`config.mk`:
```
export PLATFORM = sky130hd
export DESIGN_NAME = acc_core
export DESIGN_NICKNAME = d
export VERILOG_FILES = /design/src/rtl/acc_core_pkg.sv /design/src/rtl/acc_core_alu.sv /design/src/rtl/acc_core_ctrl.sv /design/src/rtl/acc_core_cyc.sv /design/src/rtl/acc_core.sv
export SDC_FILE = /design/constraint.sdc
export NUM_CORES = 1
export LEC_CHECK = 0
export ABC_CLOCK_PERIOD_IN_PS = 2500
export BUFFER_PORTS_ARGS = -buffer_cell sky130_fd_sc_hd__buf_2
export CAP_MARGIN = 20
export CELL_PAD_IN_SITES_DETAIL_PLACEMENT = 2
export CELL_PAD_IN_SITES_GLOBAL_PLACEMENT = 2
export CORE_MARGIN = 2
export CORE_UTILIZATION = 35
export CTS_BUF_LIST = sky130_fd_sc_hd__clkbuf_16
export DETAILED_ROUTE_END_ITERATION = 10
export PLACE_DENSITY = 0.81
export SETUP_SLACK_MARGIN = 0.4
export SYNTH_ARGS = -nofsm -noshare
export SYNTH_HDL_FRONTEND = slang
export SYNTH_SLANG_ARGS = --single-unit
```
`constraint.sdc`:
```
create_clock -name clk -period 2.5 [get_ports clk]
set_input_delay 0.125 -clock clk [delete_from_list [all_inputs] [get_ports clk]]
set_output_delay 0.125 -clock clk [all_outputs]
set_load 0.02 [all_outputs]
```
`src/rtl/acc_core_pkg.sv`:
```
package acc_core_pkg;

   localparam int OPW = 4;

   localparam logic [OPW-1:0] OP_NOP   = 4'h0;
   localparam logic [OPW-1:0] OP_LOAD  = 4'h1;
   localparam logic [OPW-1:0] OP_STORE = 4'h2;
   localparam logic [OPW-1:0] OP_ADD   = 4'h3;
   localparam logic [OPW-1:0] OP_SUB   = 4'h4;
   localparam logic [OPW-1:0] OP_AND   = 4'h5;
   localparam logic [OPW-1:0] OP_OR    = 4'h6;
   localparam logic [OPW-1:0] OP_JMP   = 4'h7;
   localparam logic [OPW-1:0] OP_JZ    = 4'h8;
   localparam logic [OPW-1:0] OP_HALT  = 4'hF;

   typedef enum logic [3:0] {
      S_FADDR  = 4'd0,
      S_FWAIT  = 4'd1,
      S_FLOAD  = 4'd2,
      S_FIR    = 4'd3,
      S_DEC    = 4'd4,
      S_XADDR  = 4'd5,
      S_XWAIT  = 4'd6,
      S_XLOAD  = 4'd7,
      S_XALU   = 4'd8,
      S_XWRITE = 4'd9,
      S_HALT   = 4'd10
   } state_t;

   typedef struct packed {
      logic v;
      logic c;
      logic z;
   } flags_t;

   function automatic logic needs_operand(input logic [OPW-1:0] op);
      return (op == OP_LOAD) || (op == OP_STORE) || (op == OP_ADD) ||
             (op == OP_SUB)  || (op == OP_AND)   || (op == OP_OR);
   endfunction

endpackage

```
`src/rtl/acc_core_alu.sv`:
```
module acc_core_alu
   import acc_core_pkg::*;
#(
   parameter int DW = 8
) (
   input  logic [OPW-1:0] op,
   input  logic [DW-1:0]  a,
   input  logic [DW-1:0]  b,
   input  flags_t         fin,
   output logic [DW-1:0]  res,
   output flags_t         fout
);

   logic [DW:0] sum;
   logic [DW:0] dif;

   assign sum = {1'b0, a} + {1'b0, b};
   assign dif = {1'b0, a} - {1'b0, b};

   always_comb begin
      res  = a;
      fout = fin;
      case (op)
         OP_LOAD: begin
            res    = b;
            fout.z = (b == '0);
         end
         OP_ADD: begin
            res    = sum[DW-1:0];
            fout.c = sum[DW];
            fout.v = (a[DW-1] == b[DW-1]) && (sum[DW-1] != a[DW-1]);
            fout.z = (sum[DW-1:0] == '0);
         end
         OP_SUB: begin
            res    = dif[DW-1:0];
            fout.c = dif[DW];
            fout.v = (a[DW-1] != b[DW-1]) && (dif[DW-1] != a[DW-1]);
            fout.z = (dif[DW-1:0] == '0);
         end
         OP_AND: begin
            res  = a & b;
            fout = '{v: 1'b0, c: 1'b0, z: ((a & b) == '0)};
         end
         OP_OR: begin
            res  = a | b;
            fout = '{v: 1'b0, c: 1'b0, z: ((a | b) == '0)};
         end
         default: begin
            res  = a;
            fout = fin;
         end
      endcase
   end

endmodule

```
`src/rtl/acc_core_ctrl.sv`:
```
module acc_core_ctrl
   import acc_core_pkg::*;
(
   input  logic           clk,
   input  logic           rst,
   input  logic [OPW-1:0] op,
   output state_t         st
);

   state_t nx;

   always_comb begin
      nx = st;
      case (st)
         S_FADDR:  nx = S_FWAIT;
         S_FWAIT:  nx = S_FLOAD;
         S_FLOAD:  nx = S_FIR;
         S_FIR:    nx = S_DEC;
         S_DEC: begin
            if (op == OP_HALT)          nx = S_HALT;
            else if (needs_operand(op)) nx = S_XADDR;
            else                        nx = S_FADDR;
         end
         S_XADDR:  nx = (op == OP_STORE) ? S_XWRITE : S_XWAIT;
         S_XWAIT:  nx = S_XLOAD;
         S_XLOAD:  nx = S_XALU;
         S_XALU:   nx = S_FADDR;
         S_XWRITE: nx = S_FADDR;
         S_HALT:   nx = S_HALT;
         default:  nx = S_FADDR;
      endcase
   end

   always_ff @(posedge clk) begin
      if (rst) st <= S_FADDR;
      else     st <= nx;
   end

   // fetch steps follow in fixed order
   a_r2_fetch_wait: assert property (@(posedge clk) disable iff (rst)
      (st == S_FADDR) |=> (st == S_FWAIT));
   a_r2_fetch_ir: assert property (@(posedge clk) disable iff (rst)
      (st == S_FLOAD) |=> (st == S_FIR));
   // halt is sticky
   a_r11_halt_sticky: assert property (@(posedge clk) disable iff (rst)
      (st == S_HALT) |=> (st == S_HALT));

endmodule

```
`src/rtl/acc_core_cyc.sv`:
```
module acc_core_cyc #(
   parameter int CW       = 16,
   parameter bit SATURATE = 1'b1
) (
   input  logic          clk,
   input  logic          rst,
   input  logic          run,
   output logic [CW-1:0] cnt
);

   localparam logic [CW-1:0] CNT_ONE = CW'(1);
   localparam logic [CW-1:0] CNT_MAX = '1;

   generate
      if (SATURATE) begin : g_sat
         always_ff @(posedge clk) begin
            if (rst)                        cnt <= '0;
            else if (run && cnt != CNT_MAX) cnt <= cnt + CNT_ONE;
         end
      end else begin : g_wrap
         always_ff @(posedge clk) begin
            if (rst)      cnt <= '0;
            else if (run) cnt <= cnt + CNT_ONE;
         end
      end
   endgenerate

   // count holds while halted
   a_r12_cnt_frozen: assert property (@(posedge clk) disable iff (rst)
      !run |=> $stable(cnt));

endmodule

```
`src/rtl/acc_core.sv`:
```
module acc_core
   import acc_core_pkg::*;
#(
   parameter int AW           = 4,
   parameter int DW           = 8,
   parameter int CW           = 16,
   parameter bit CNT_SATURATE = 1'b1
) (
   input  logic          clk,
   input  logic          rst,
   output logic [AW-1:0] mem_addr,
   output logic [DW-1:0] mem_wdata,
   output logic          mem_we,
   input  logic [DW-1:0] mem_rdata,
   output logic [DW-1:0] acc_out,
   output logic [2:0]    flags_out,
   output logic          halted,
   output logic [CW-1:0] cycle_cnt
);

   localparam logic [AW-1:0] PC_ONE = AW'(1);

   generate
      if (DW != AW + OPW) begin : g_bad_split
         $error("acc_core: DW must equal AW plus the opcode width");
      end
      if (AW < 1 || CW < 1) begin : g_bad_width
         $error("acc_core: AW and CW must be positive");
      end
   endgenerate

   state_t         st;
   logic [AW-1:0]  pc;
   logic [AW-1:0]  mar;
   logic [DW-1:0]  mbr;
   logic [DW-1:0]  cir;
   logic [DW-1:0]  acc;
   flags_t         flg;
   logic [OPW-1:0] op;
   logic [AW-1:0]  opnd;
   logic [DW-1:0]  alu_res;
   flags_t         alu_flg;

   assign op   = cir[DW-1 -: OPW];
   assign opnd = cir[AW-1:0];

   acc_core_ctrl u_ctrl (
      .clk (clk),
      .rst (rst),
      .op  (op),
      .st  (st)
   );

   acc_core_alu #(.DW(DW)) u_alu (
      .op   (op),
      .a    (acc),
      .b    (mbr),
      .fin  (flg),
      .res  (alu_res),
      .fout (alu_flg)
   );

   acc_core_cyc #(.CW(CW), .SATURATE(CNT_SATURATE)) u_cyc (
      .clk (clk),
      .rst (rst),
      .run (st != S_HALT),
      .cnt (cycle_cnt)
   );

   always_ff @(posedge clk) begin
      if (rst) begin
         pc  <= '0;
         mar <= '0;
         mbr <= '0;
         cir <= '0;
         acc <= '0;
         flg <= '0;
      end else begin
         case (st)
            S_FADDR: mar <= pc;
            S_FLOAD: begin
               mbr <= mem_rdata;
               pc  <= pc + PC_ONE;
            end
            S_FIR: cir <= mbr;
            S_DEC: begin
               if (op == OP_JMP || (op == OP_JZ && flg.z)) pc <= opnd;
            end
            S_XADDR: begin
               mar <= opnd;
               if (op == OP_STORE) mbr <= acc;
            end
            S_XLOAD: mbr <= mem_rdata;
            S_XALU: begin
               acc <= alu_res;
               flg <= alu_flg;
            end
            default: ;
         endcase
      end
   end

   assign mem_addr  = mar;
   assign mem_wdata = mbr;
   assign mem_we    = (st == S_XWRITE);
   assign acc_out   = acc;
   assign flags_out = flg;
   assign halted    = (st == S_HALT);

   // program counter steps by one when the fetched word is captured
   a_r2_pc_step: assert property (@(posedge clk) disable iff (rst)
      (st == S_FLOAD) |=> (pc == $past(pc) + PC_ONE));
   // writes only come from a decoded store
   a_r5_we_store_only: assert property (@(posedge clk) disable iff (rst)
      mem_we |-> (op == OP_STORE));
   // store leaves flags alone
   a_r5_store_flags: assert property (@(posedge clk) disable iff (rst)
      mem_we |=> $stable(flg));
   // logic ops clear carry and overflow
   a_r8_logic_clear: assert property (@(posedge clk) disable iff (rst)
      (st == S_XALU && (op == OP_AND || op == OP_OR)) |=> (!flg.c && !flg.v));
   // accumulator and program counter frozen while halted
   a_r11_halt_hold: assert property (@(posedge clk) disable iff (rst)
      halted |=> ($stable(acc) && $stable(pc) && !mem_we));

endmodule

```
==> results of run 1 <==
-- tightest hold or removal path: stages --
cell	delay (ns)
buf_2	0.08
a22oi_1	0.06
a21oi_1	0.12
-- cells in the final DEF, fill, tap and decap left out, drive strengths merged, types with 2 or more instances in the layout --
cell type	synthesis	routed
o211ai	2	2
nor3	16	16
and3	4	4
or3	6	6
nor3b	2	2
a2111oi	2	2
clkbuf	11	5
o21ai	15	15
nand3	11	11
xnor2	9	9
nand3b	3	3
inv	27	27
a22oi	10	10
nand4	11	11
a32oi	2	2
a211oi	16	16
nor2b	8	8
fa	2	2
o21a	2	2
nand2	30	30
a31oi	2	2
nor2	64	64
xor2	14	14
a221oi	3	3
a221o	2	2
nand2b	8	8
buf	18	125
nor4	7	7
o22ai	7	7
ha	26	26
dfxtp	55	55
clkinv	0	2
a21oi	39	39
o41ai	3	3
o21bai	3	3
and4	3	3
mux2i	18	18
o221ai	3	3
-- worst max-delay path by stage --
stage                 start          to  depth (start not counted)
2_1_floorplan  mem_wdata[6]  acc_out[7]                          8
3_3_place_gp   mem_wdata[1]  acc_out[3]                          9
3_5_place_dp     acc_out[1]  acc_out[3]                          9
4_1_cts        u_ctrl.st[2]       pc[2]                          6
5_1_grt          acc_out[4]  acc_out[5]                          9
6_report         acc_out[4]  acc_out[5]                          8
-- registers in the layout, summed over array words and instances, names as in the netlist --
| register | count |
|---|---|
| pc | 4 |
| cir | 8 |
| acc_out | 8 |
| mem_addr | 4 |
| u_cyc.cnt | 16 |
| u_ctrl.st | 4 |
| mem_wdata | 8 |
| flags_out | 3 |
-- layer usage --
layer / track usage, % / wire, um
met2: 55.03 / 11420
met3: 7.172 / 1537
met4: 12.48 / 1226
met5: 0 / 0
met1: 39.96 / 9459
-- synth_stat cells (3+ instances only) --
cell type and n:
nand4_1 11, o21bai_1 3, nor4_1 6, o21ai_0 13
nand3b_1 3, or3_1 6, nor3_1 14, and3_1 3
o221ai_1 3, inv_1 27, buf_1 3, a21oi_1 38
ha_1 26, xnor2_1 9, nand2b_1 7, nand2_1 30
nand3_1 11, a211oi_1 14, xor2_1 14, o41ai_1 3
mux2i_1 18, nor2b_1 8, a22oi_1 10, o22ai_1 7
clkbuf_1 11, nor2_1 63, dfxtp_1 55, a221oi_1 3
buf_2 14
-- power by group --
group / internal, uW / switching, uW / total (uW) / leakage, uW
logic: 220 / 333 / 553 / 0.00158
clock network: 388 / 404 / 792 / 0.0000772
registers: 890 / 45.5 / 935 / 0.000457
total: 1500 / 782 / 2280 / 0.00212
-- per-stage QoR --
stage               setup WS (ns)  instances  hold WS (ns)  power (uW)  instance area [um^2]
floorplan                  0.3976        484        0.3078        1185                  4030
global placement           0.1662        667        0.4057        1279                  4484
detailed placement        0.04692        667        0.4169        1295                  4484
CTS                        0.2912        704        0.1032        2151                  5060
global route              0.03808        728        0.1385        2323                  5543
finish                    0.03382        728        0.1118        2280                  5543
-- final cells by class --
| type | count | area share (%) |
|---|---|---|
| flip-flops and latches | 55 | 20.77 |
| inverters | 27 | 2.212 |
| well taps | 140 | 3.160 |
| clock inverters | 3 | 0.6095 |
| repair buffers | 125 | 15.21 |
| clock buffers | 5 | 2.257 |
| multi-input cells | 373 | 55.78 |
-- kinds of logic (layout without fill, tap and decap cells) --
kind of cell	after synthesis	after routing	share of synthesized area (%)
and+or+nand+nor	179	179	23.84
AOI/OAI and AO/OA	125	125	22.84
buffers and inverters	56	160	5.935
DFF	55	55	28.23
adders and majority gates	28	28	9.368
xor gates and xnor gates	23	23	5.165
muxes	18	18	4.620
-- repair_timing --
item | in CTS | in global routing
resized for setup | 49 | 74
pin swaps | 32 | 46
setup endpoints to repair | 19 | 37
endpoints found under the hold margin | 0 | 0
buffers inserted | 29 | 24
==> results.json, run 1 <==
{
  "arrival_ns": 2.63,
  "grt_pass1_wl_mm": 29.11,
  "area_growth_pct": 42.12,
  "grt_pass1_vias": 4780,
  "hold_buffers": 0,
  "synth_edf_count": 0,
  "crit_path_top_delay_cell": "a2111oi_4",
  "clk_pin_slew_ns": 0.09,
  "cts_tree": "built",
  "grt-ovfl-total": 0,
  "rr_worst_depth": 8,
  "async_flop_share_pct": 0,
  "worst_pin_slew_ns": 0.7394,
  "crit_family": "compound AO/OA/AOI/OAI gates",
  "cp_cell_sequence": "inv_2 -> ha_4 -> and2b_4 -> a2111oi_4 -> xor2_2 -> a211o_1 -> o211ai_1 -> a21oi_1",
  "firstDrtPassIters": 5,
  "pin_count": 51,
  "cp_num_buf_inv": 1,
  "status": "completed",
  "maxSlewHeadroom_pct": 50.30,
  "port_buffers": 50,
  "drt_iter0_drc": 347,
  "rr_startpoint": "acc_out[4]",
  "drtAntennaViolNets": 0,
  "clk_path_buf_depth": 2,
  "cts_buffers": 5,
  "synth-seq-cells": 55,
  "place.gp.congestion": 0.8839,
  "cts-root-buf": "clkbuf_16",
  "fin_nets": 625,
  "synth_ff_type": "dfxtp_1",
  "via_per_inst": 6.437,
  "yosysSeqAreaShare_pct": 28.23,
  "core_um2": 10840,
  "syn_area_um2": 3900,
  "ff_latch_area_um2": 1151,
  "drc": 0,
  "tns_ns": 0,
  "synthTopCellsByArea": "dfxtp_1 (28%), ha_1 (8.3%), nor2_1 (6.1%), a21oi_1 (4.9%), mux2i_1 (4.6%)",
  "drive_gt1_share_pct": 44.22,
  "routedWlPerCell_um": 32.48,
  "reg2reg_slack_ns": 0.03,
  "fin_crit_ns": 2.466,
  "setup_viol": 0,
  "synth_cell_type_count": 71,
  "antenna_found_initial": 0,
  "grtUsageTotal_pct": 32.44,
  "die_h_um": 109.6,
  "maxCapViolations": 0,
  "syn_nets": 522,
  "routed_wl_mm": 23.65,
  "hp-class": "in2reg",
  "min_from": "mem_rdata[7]",
  "synth_top_area_share_pct": 28.23,
  "synth-warning-count": 0,
  "r2r-end": "acc_out[5]",
  "hpwl_mm": 11.06,
  "irDropWorstVdd_mv": 0.4286,
  "holdPathStages": 3,
  "synth.largest_area_cell": "dfxtp_1",
  "slew_viol_final": 0,
  "crit_path_max_incr_delay_ns": 0.49,
  "fmax_mhz": 405.5,
  "rsz0062_at_grt": "true",
  "htree_levels": 2,
  "power_leakage_uw": 0.002118,
  "rows": 38,
  "netlist_instances": 484,
  "die_width_um": 109.6,
  "fill_cells": 1137,
  "min_to": "mem_wdata[7]",
  "hold_viol": 0,
  "numClockSinks": 55,
  "p_per_area_nw_per_um2": 411.4,
  "syn_area_per_cell_um2": 8.058,
  "skew_ns": 0.01326,
  "critPathKind": "reg2reg",
  "start_util_pct": 35.98,
  "final_util_pct": 51.13,
  "multi_input_area_um2": 3092,
  "critPathCaptureType": "flop",
  "cp_max_fo": 4,
  "min_period_over_period_pct": 98.65,
  "diodes": 0,
  "startpoint_type": "flop",
  "clk_latency_ns": 0.31,
  "fp.dieArea_um2": 12000,
  "grt_start_max_net_pins": 48,
  "required_ns": 2.67,
  "via_count": 4686
}
Note: power is estimated with default switching activity, not from simulation.
==> inputs of run 2 (changes only) <==
--- a/config.mk
+++ b/config.mk
@@ -5,16 +5,16 @@
 export SDC_FILE = /design/constraint.sdc
 export NUM_CORES = 1
 export LEC_CHECK = 0
-export ABC_CLOCK_PERIOD_IN_PS = 2500
+export ABC_CLOCK_PERIOD_IN_PS = 2009
 export BUFFER_PORTS_ARGS = -buffer_cell sky130_fd_sc_hd__buf_2
 export CAP_MARGIN = 20
 export CELL_PAD_IN_SITES_DETAIL_PLACEMENT = 2
 export CELL_PAD_IN_SITES_GLOBAL_PLACEMENT = 2
 export CORE_MARGIN = 2
-export CORE_UTILIZATION = 35
+export CORE_UTILIZATION = 31
 export CTS_BUF_LIST = sky130_fd_sc_hd__clkbuf_16
 export DETAILED_ROUTE_END_ITERATION = 10
-export PLACE_DENSITY = 0.81
+export PLACE_DENSITY = 0.76
 export SETUP_SLACK_MARGIN = 0.4
 export SYNTH_ARGS = -nofsm -noshare
 export SYNTH_HDL_FRONTEND = slang
==> constraint.sdc (replaced) <==
create_clock -name clk -period 2.01 [get_ports clk]
set_input_delay 0.1005 -clock clk [delete_from_list [all_inputs] [get_ports clk]]
set_output_delay 0.1005 -clock clk [all_outputs]
set_load 0.02 [all_outputs]
==> run 2 against run 1 <==
The flow now finishes with violations (negative setup slack). Wire length up 4.1%. Hold slack worse by 0.043 ns. Total power rose by 27%. Sequential share of layout area is 1.9 points lower. Worst setup slack worse by 0.49 ns. Critical endpoint is now flags_out[0].
==> results.json, run 2 (same netlist as run 1, synthesis figures left out) <==
{
  "cts-root-buf": "clkbuf_16",
  "wl_met1_mm": 9.397,
  "area_growth_pct": 61.98,
  "fin_nets": 671,
  "largest_reg_flops": 16,
  "min_from": "mem_rdata[7]",
  "via_per_inst": 6.039,
  "drt_iter0_drc": 369,
  "seqPwrFrac_pct": 39.4,
  "critPathKind": "reg2reg",
  "grt_pass1_vias": 5260,
  "holdPathStages": 3,
  "grt-ovfl-total": 0,
  "cts_buffers": 5,
  "required_ns": 2.22,
  "core_um2": 12160,
  "dp_worst_setup_slack_ns": -0.3437,
  "power_leakage_uw": 0.002461,
  "rsz0062_at_grt": "true",
  "start_util_pct": 32.07,
  "worst_pin_slew_ns": 0.5305,
  "met2_length_mm": 12.40,
  "fin_crit_ns": 2.469,
  "regMostFlops": "u_cyc.cnt",
  "final_cell_mix": "buf_4 (94), nor2_1 (54), buf_2 (50)",
  "reg2reg_slack_ns": -0.46,
  "drtAntennaViolNets": 0,
  "slew_viol_final": 0,
  "worst_slack_ns": -0.4593,
  "rr_startpoint": "mem_wdata[0]",
  "fill_cells": 1263,
  "grt_start_max_net_pins": 45,
  "startpoint_type": "flop",
  "rr_worst_depth": 9,
  "fp.dieArea_um2": 13490,
  "hpwl_mm": 12.03,
  "cp_max_fo": 3,
  "setup_viol": 9,
  "min_period_over_period_pct": 122.8,
  "clk_pin_slew_ns": 0.08,
  "skew_ns": 0.008819,
  "irDropWorstVdd_mv": 0.6742,
  "cts_tree": "built",
  "routedWlPerCell_um": 30.70,
  "combPwrFrac_pct": 25.6,
  "firstDrtPassIters": 5,
  "grtUsageTotal_pct": 33.10,
  "min_to": "mem_wdata[7]",
  "top_layer": "met4",
  "status": "complete, but fails checks",
  "hp-class": "in2reg",
  "p_sw_share_pct": 35.13,
  "violations": "negative setup slack",
  "r2r-end": "flags_out[0]",
  "die_h_um": 116.2,
  "htree_levels": 2,
  "hold_buffers": 0,
  "hold_viol": 0,
  "rows": 40,
  "clk_path_buf_depth": 2,
  "final_util_pct": 51.94,
  "antenna_found_initial": 0,
  "p_int_uw": 1882,
  "final_common_cell": "buf_4",
  "maxCapViolations": 0,
  "drive_gt1_share_pct": 54.57,
  "via_count": 4843,
  "fmax_mhz": 405.0,
  "diodes": 0,
  "route.met3.wl_mm": 1.377,
  "maxSlewHeadroom_pct": 64.63,
  "drc": 0,
  "numClockSinks": 55,
  "arrival_ns": 2.68,
  "design_area_um2": 6317,
  "port_buffers": 50,
  "dpl_cell_area_um2": 5069,
  "grt_pass1_wl_mm": 32.71,
  "routed_wl_mm": 24.62,
  "clk_latency_ns": 0.33,
  "critPathCaptureType": "flop",
  "place.gp.congestion": 0.8393,
  "p_per_area_nw_per_um2": 459.3,
  "clockPowerShare_pct": 35.0,
  "pin_count": 51,
  "net-switching-power_uw": 1019,
  "die_width_um": 116.2
}
## run 2: changes by cell type in the layout (fill, tap and decap cells not counted), sizes merged
cell	before	now
buf	125	170
bufbuf	0	1
clkinv	2	1
clkinvlp	1	2
## run 2: worst max-delay path by stage
stage	startpoint	endpoint	slack (ns)	cells past startpoint
6_report	mem_wdata[0]	flags_out[0]	-0.46	9
4_1_cts	acc_out[0]	acc_out[2]	-0.20	10
5_1_grt	mem_wdata[0]	flags_out[0]	-0.48	9
2_1_floorplan	acc_out[3]	acc_out[7]	-0.08	10
3_5_place_dp	mem_wdata[1]	flags_out[0]	-0.34	9
3_3_place_gp	mem_wdata[1]	flags_out[0]	-0.24	9
## run 2: metal layers
layer  vias up  GRT usage (%)
li1       2038              -
met1      2448          38.37
met2       248          57.58
met3       109          6.020
met4         0          18.65
met5         -              0
## run 2: stage by stage
step / total power (uW) / hold slack, ns / instances / setup TNS, ns
floorplan: 1479 / 0.2833 / 484 / -0.2798
global placement: 1640 / 0.3739 / 751 / -1.376
detailed placement: 1664 / 0.4000 / 751 / -2.240
CTS: 2718 / 0.07973 / 790 / -1.378
global route: 2975 / 0.08486 / 802 / -3.544
finish: 2901 / 0.06892 / 802 / -2.963
## run 2: power by group through the flow
stage | clock network, uW | logic (uW) | registers (uW)
floorplan | 0 | 304 | 1180
global placement | 0 | 479 | 1160
detailed placement | 0 | 501 | 1160
CTS | 982 | 599 | 1140
global route | 1060 | 768 | 1150
finish | 1010 | 743 | 1140
## run 2: worst max-delay path, stage by stage, from the launching register on
cell and delay (ns):
dfxtp_4 0.39, ha_4 0.15, inv_2 0.04, fa_2 0.37, nand2b_4 0.19, a211oi_4 0.35, nor4_1 0.13, nor3_2 0.27
nor3_1 0.14, or3_1 0.32
## run 2: cell type report
cell class,instances,area (um^2),share of cell area (%)
clock buffers,5,125.1,1.981
well taps,168,210.2,3.327
multi-input cells,373,3307,52.35
repair buffers,171,1328,21.01
clock inverters,3,26.28,0.4159
flip-flops and latches,55,1192,18.87
inverters,27,128.9,2.040
## run 2: timing repair
action | in CTS | in global routing
resized for setup | 88 | 78
setup endpoints to repair | 43 | 54
buffers inserted | 29 | 12
pin swaps | 48 | 36
cloned | 2 | 0
==> inputs of run 3 (changes only) <==
--- a/config.mk
+++ b/config.mk
@@ -5,13 +5,14 @@
 export SDC_FILE = /design/constraint.sdc
 export NUM_CORES = 1
 export LEC_CHECK = 0
+export ABC_AREA = 1
 export ABC_CLOCK_PERIOD_IN_PS = 2009
 export BUFFER_PORTS_ARGS = -buffer_cell sky130_fd_sc_hd__buf_2
 export CAP_MARGIN = 20
 export CELL_PAD_IN_SITES_DETAIL_PLACEMENT = 2
 export CELL_PAD_IN_SITES_GLOBAL_PLACEMENT = 2
 export CORE_MARGIN = 2
-export CORE_UTILIZATION = 31
+export CORE_UTILIZATION = 29
 export CTS_BUF_LIST = sky130_fd_sc_hd__clkbuf_16
 export DETAILED_ROUTE_END_ITERATION = 10
 export PLACE_DENSITY = 0.76
@@ -19,3 +20,4 @@
 export SYNTH_ARGS = -nofsm -noshare
 export SYNTH_HDL_FRONTEND = slang
 export SYNTH_SLANG_ARGS = --single-unit
+export TNS_END_PERCENT = 20
==> run 3 against run 2 <==
The flow still finishes with violations (negative setup slack). Die area up 6.5%. Final cell count increased by 5.2%. Worst setup slack gained 0.39 ns. Clock skew is essentially flat. Largest power group is now combinational logic. Wire length down 35%. Critical endpoint is now acc_out[4]. Total power up 26%. Hold slack lost 0.031 ns.
==> results.json, run 3 <==
{
  "port_buffers": 50,
  "pin_count": 51,
  "dpl_cell_area_um2": 4557,
  "rsz0062_at_grt": "true",
  "synth_most_common_cell": "nand2_1",
  "grt_pass1_wl_mm": 24.73,
  "diodes": 0,
  "startpoint_type": "flop",
  "final_cell_mix": "nand2_1 (110), inv_1 (69), buf_2 (50)",
  "required_ns": 2.24,
  "syn_nets": 616,
  "synth_simple_gate_area_share_pct": 32.11,
  "synth-xor-area-share_pct": 2.025,
  "yosysSeqAreaShare_pct": 28.29,
  "via_count": 4296,
  "core_um2": 13190,
  "clk_pin_slew_ns": 0.08,
  "hpwl_mm": 11.54,
  "synth_compound_area_share_pct": 17.13,
  "synth_fa_ha_area_share_pct": 9.386,
  "syn_area_per_cell_um2": 6.734,
  "die_h_um": 119.9,
  "fin_nets": 705,
  "regMostFlops": "u_cyc.cnt",
  "synthTopCellsByArea": "dfxtp_1 (28%), nand2_1 (12%), ha_1 (8.4%), inv_1 (8.0%), a21oi_1 (6.0%)",
  "synth_top_area_share_pct": 28.29,
  "hp-class": "in2reg",
  "setup_viol": 3,
  "design_area_um2": 5129,
  "worst_pin_slew_ns": 0.6238,
  "fp.dieArea_um2": 14370,
  "start_util_pct": 29.51,
  "cts_tree": "built",
  "maxCapViolations": 0,
  "maxSlewHeadroom_pct": 58.03,
  "drt_iter0_drc": 160,
  "clk_path_buf_depth": 2,
  "synth_cell_type_count": 46,
  "async_flop_share_pct": 0,
  "grt_start_max_net_pins": 32,
  "area_growth_pct": 31.76,
  "htree_levels": 2,
  "grtUsageTotal_pct": 21.79,
  "place.gp.congestion": 0.8744,
  "power_leakage_uw": 0.002364,
  "tns_ns": -0.1699,
  "synth_top_family_by_area": "simple AND/OR/NAND/NOR gates",
  "synth_ff_type": "dfxtp_1",
  "critPathKind": "reg2reg",
  "synth-warning-count": 0,
  "worst_slack_ns": -0.07137,
  "antenna_found_initial": 0,
  "grt_pass1_vias": 4663,
  "status": "complete, but fails checks",
  "syn_area_um2": 3892,
  "clk_latency_ns": 0.30,
  "drc": 0,
  "synthMuxAreaShare_pct": 0,
  "drtAntennaViolNets": 0,
  "via_per_inst": 5.090,
  "cts-root-buf": "clkbuf_16",
  "final_common_cell": "nand2_1",
  "irDropWorstVdd_mv": 0.3467,
  "fin_crit_ns": 2.081,
  "synth-seq-cells": 55,
  "synthTopCellsByCount": "nand2_1 (120), inv_1 (83), dfxtp_1 (55)",
  "p_per_area_nw_per_um2": 711.0,
  "grt-ovfl-total": 0,
  "numClockSinks": 55,
  "largest_reg_flops": 16,
  "arrival_ns": 2.31,
  "synth.largest_area_cell": "dfxtp_1",
  "rows": 42,
  "synth_edf_count": 0,
  "netlist_instances": 578,
  "hold_buffers": 0,
  "violations": "negative setup slack",
  "hold_viol": 0,
  "firstDrtPassIters": 4,
  "slew_viol_final": 0,
  "fmax_mhz": 480.5,
  "cp_max_fo": 4,
  "drive_gt1_share_pct": 32.04,
  "routed_wl_mm": 15.95,
  "die_width_um": 119.9,
  "critPathCaptureType": "flop",
  "min_period_over_period_pct": 103.6,
  "cts_buffers": 5,
  "routedWlPerCell_um": 18.90,
  "skew_ns": 0.009031
}
run 3: cell count changes after synthesis, moves of 10 or more:
| cell | change |
|---|---|
| nand2_1 | +90 |
| nand3_1 | +24 |
| o21ai_0 | +21 |
| inv_1 | +56 |
| buf_2 | -10 |
| inv_2 | +10 |
| nor2_1 | -10 |
| a211oi_1 | -13 |
| mux2i_1 | -18 |
run 3: worst paths after layout:
path	cells after the start	slack, ns	from	endpoint
max	13	-0.07	mem_wdata[0]	acc_out[4]
min	3	0.04	mem_rdata[6]	mem_wdata[6]
max reg2reg	13	-0.07	mem_wdata[0]	acc_out[4]
min reg2reg	2	0.47	mem_addr[3]	mem_addr[3]
run 3: critical path, stage by stage, from the launching register on:
cell     delay (ns)
dfxtp_4        0.39
ha_4           0.15
inv_2          0.04
fa_2           0.40
inv_2          0.11
nand3_2        0.09
nand2_2        0.08
xor2_2         0.18
nand2_1        0.07
o21ai_1        0.09
nor2_1         0.07
o21ai_1        0.10
nand2_1        0.10
a21oi_2        0.13
run 3: timing repair:
item / in CTS / in global routing
setup buffers: 17 / 7
endpoints found under the setup margin: 33 / 44
gates cloned: 0 / 0
resized for setup: 34 / 32
pin swaps: 21 / 29
hold endpoints to repair: 0 / 0
run 3: through the flow:
stage               utilization (%)  power (uW)  std cells  worst slack (ns)  hold WS (ns)
floorplan                         -        2144        578            0.1893        0.2496
global placement              34.55        2513        812          -0.03352        0.3438
detailed placement            34.55        2566        812          -0.07555        0.3544
CTS                           37.58        3574        837          0.002169       0.03855
global route                  38.88        3879        844           -0.2032       0.04699
finish                        38.88        3646        844          -0.07137       0.03833
run 3: cells by family after synthesis:
| family | after synthesis |
|---|---|
| AND/OR/NAND/NOR | 263 |
| adder cells (fa/ha/maj) | 28 |
| XOR/XNOR | 9 |
| flip-flops | 55 |
| buffers and inverters | 107 |
| AO/OA/AOI/OAI | 116 |
run 3: final cells by class:
type / instances / area [um^2]
inverters: 95 / 377.9
repair buffers: 94 / 588.1
flip-flops and latches: 55 / 1142
multi-input cells: 416 / 2664
clock inverters: 3 / 11.26
well taps: 176 / 220.2
fillers: 1559 / 8061
clock buffers: 5 / 125.1
run 3: per-layer routing:
| metal | vias up | share of wire, % | global-route usage, % |
|---|---|---|---|
| met2 | 69 | 50 | 37.75 |
| li1 | 2073 | - | - |
| met5 | - | 0 | 0 |
| met4 | 0 | 0.90 | 3.971 |
| met3 | 10 | 2.6 | 2.614 |
| met1 | 2144 | 47 | 29.35 |
run 3: where the power goes:
part / internal (uW) / switching (uW) / leakage [uW]
Clock: 452 / 429 / 0.0000701
Sequential: 1180 / 105 / 0.000456
Combinational: 526 / 953 / 0.00184
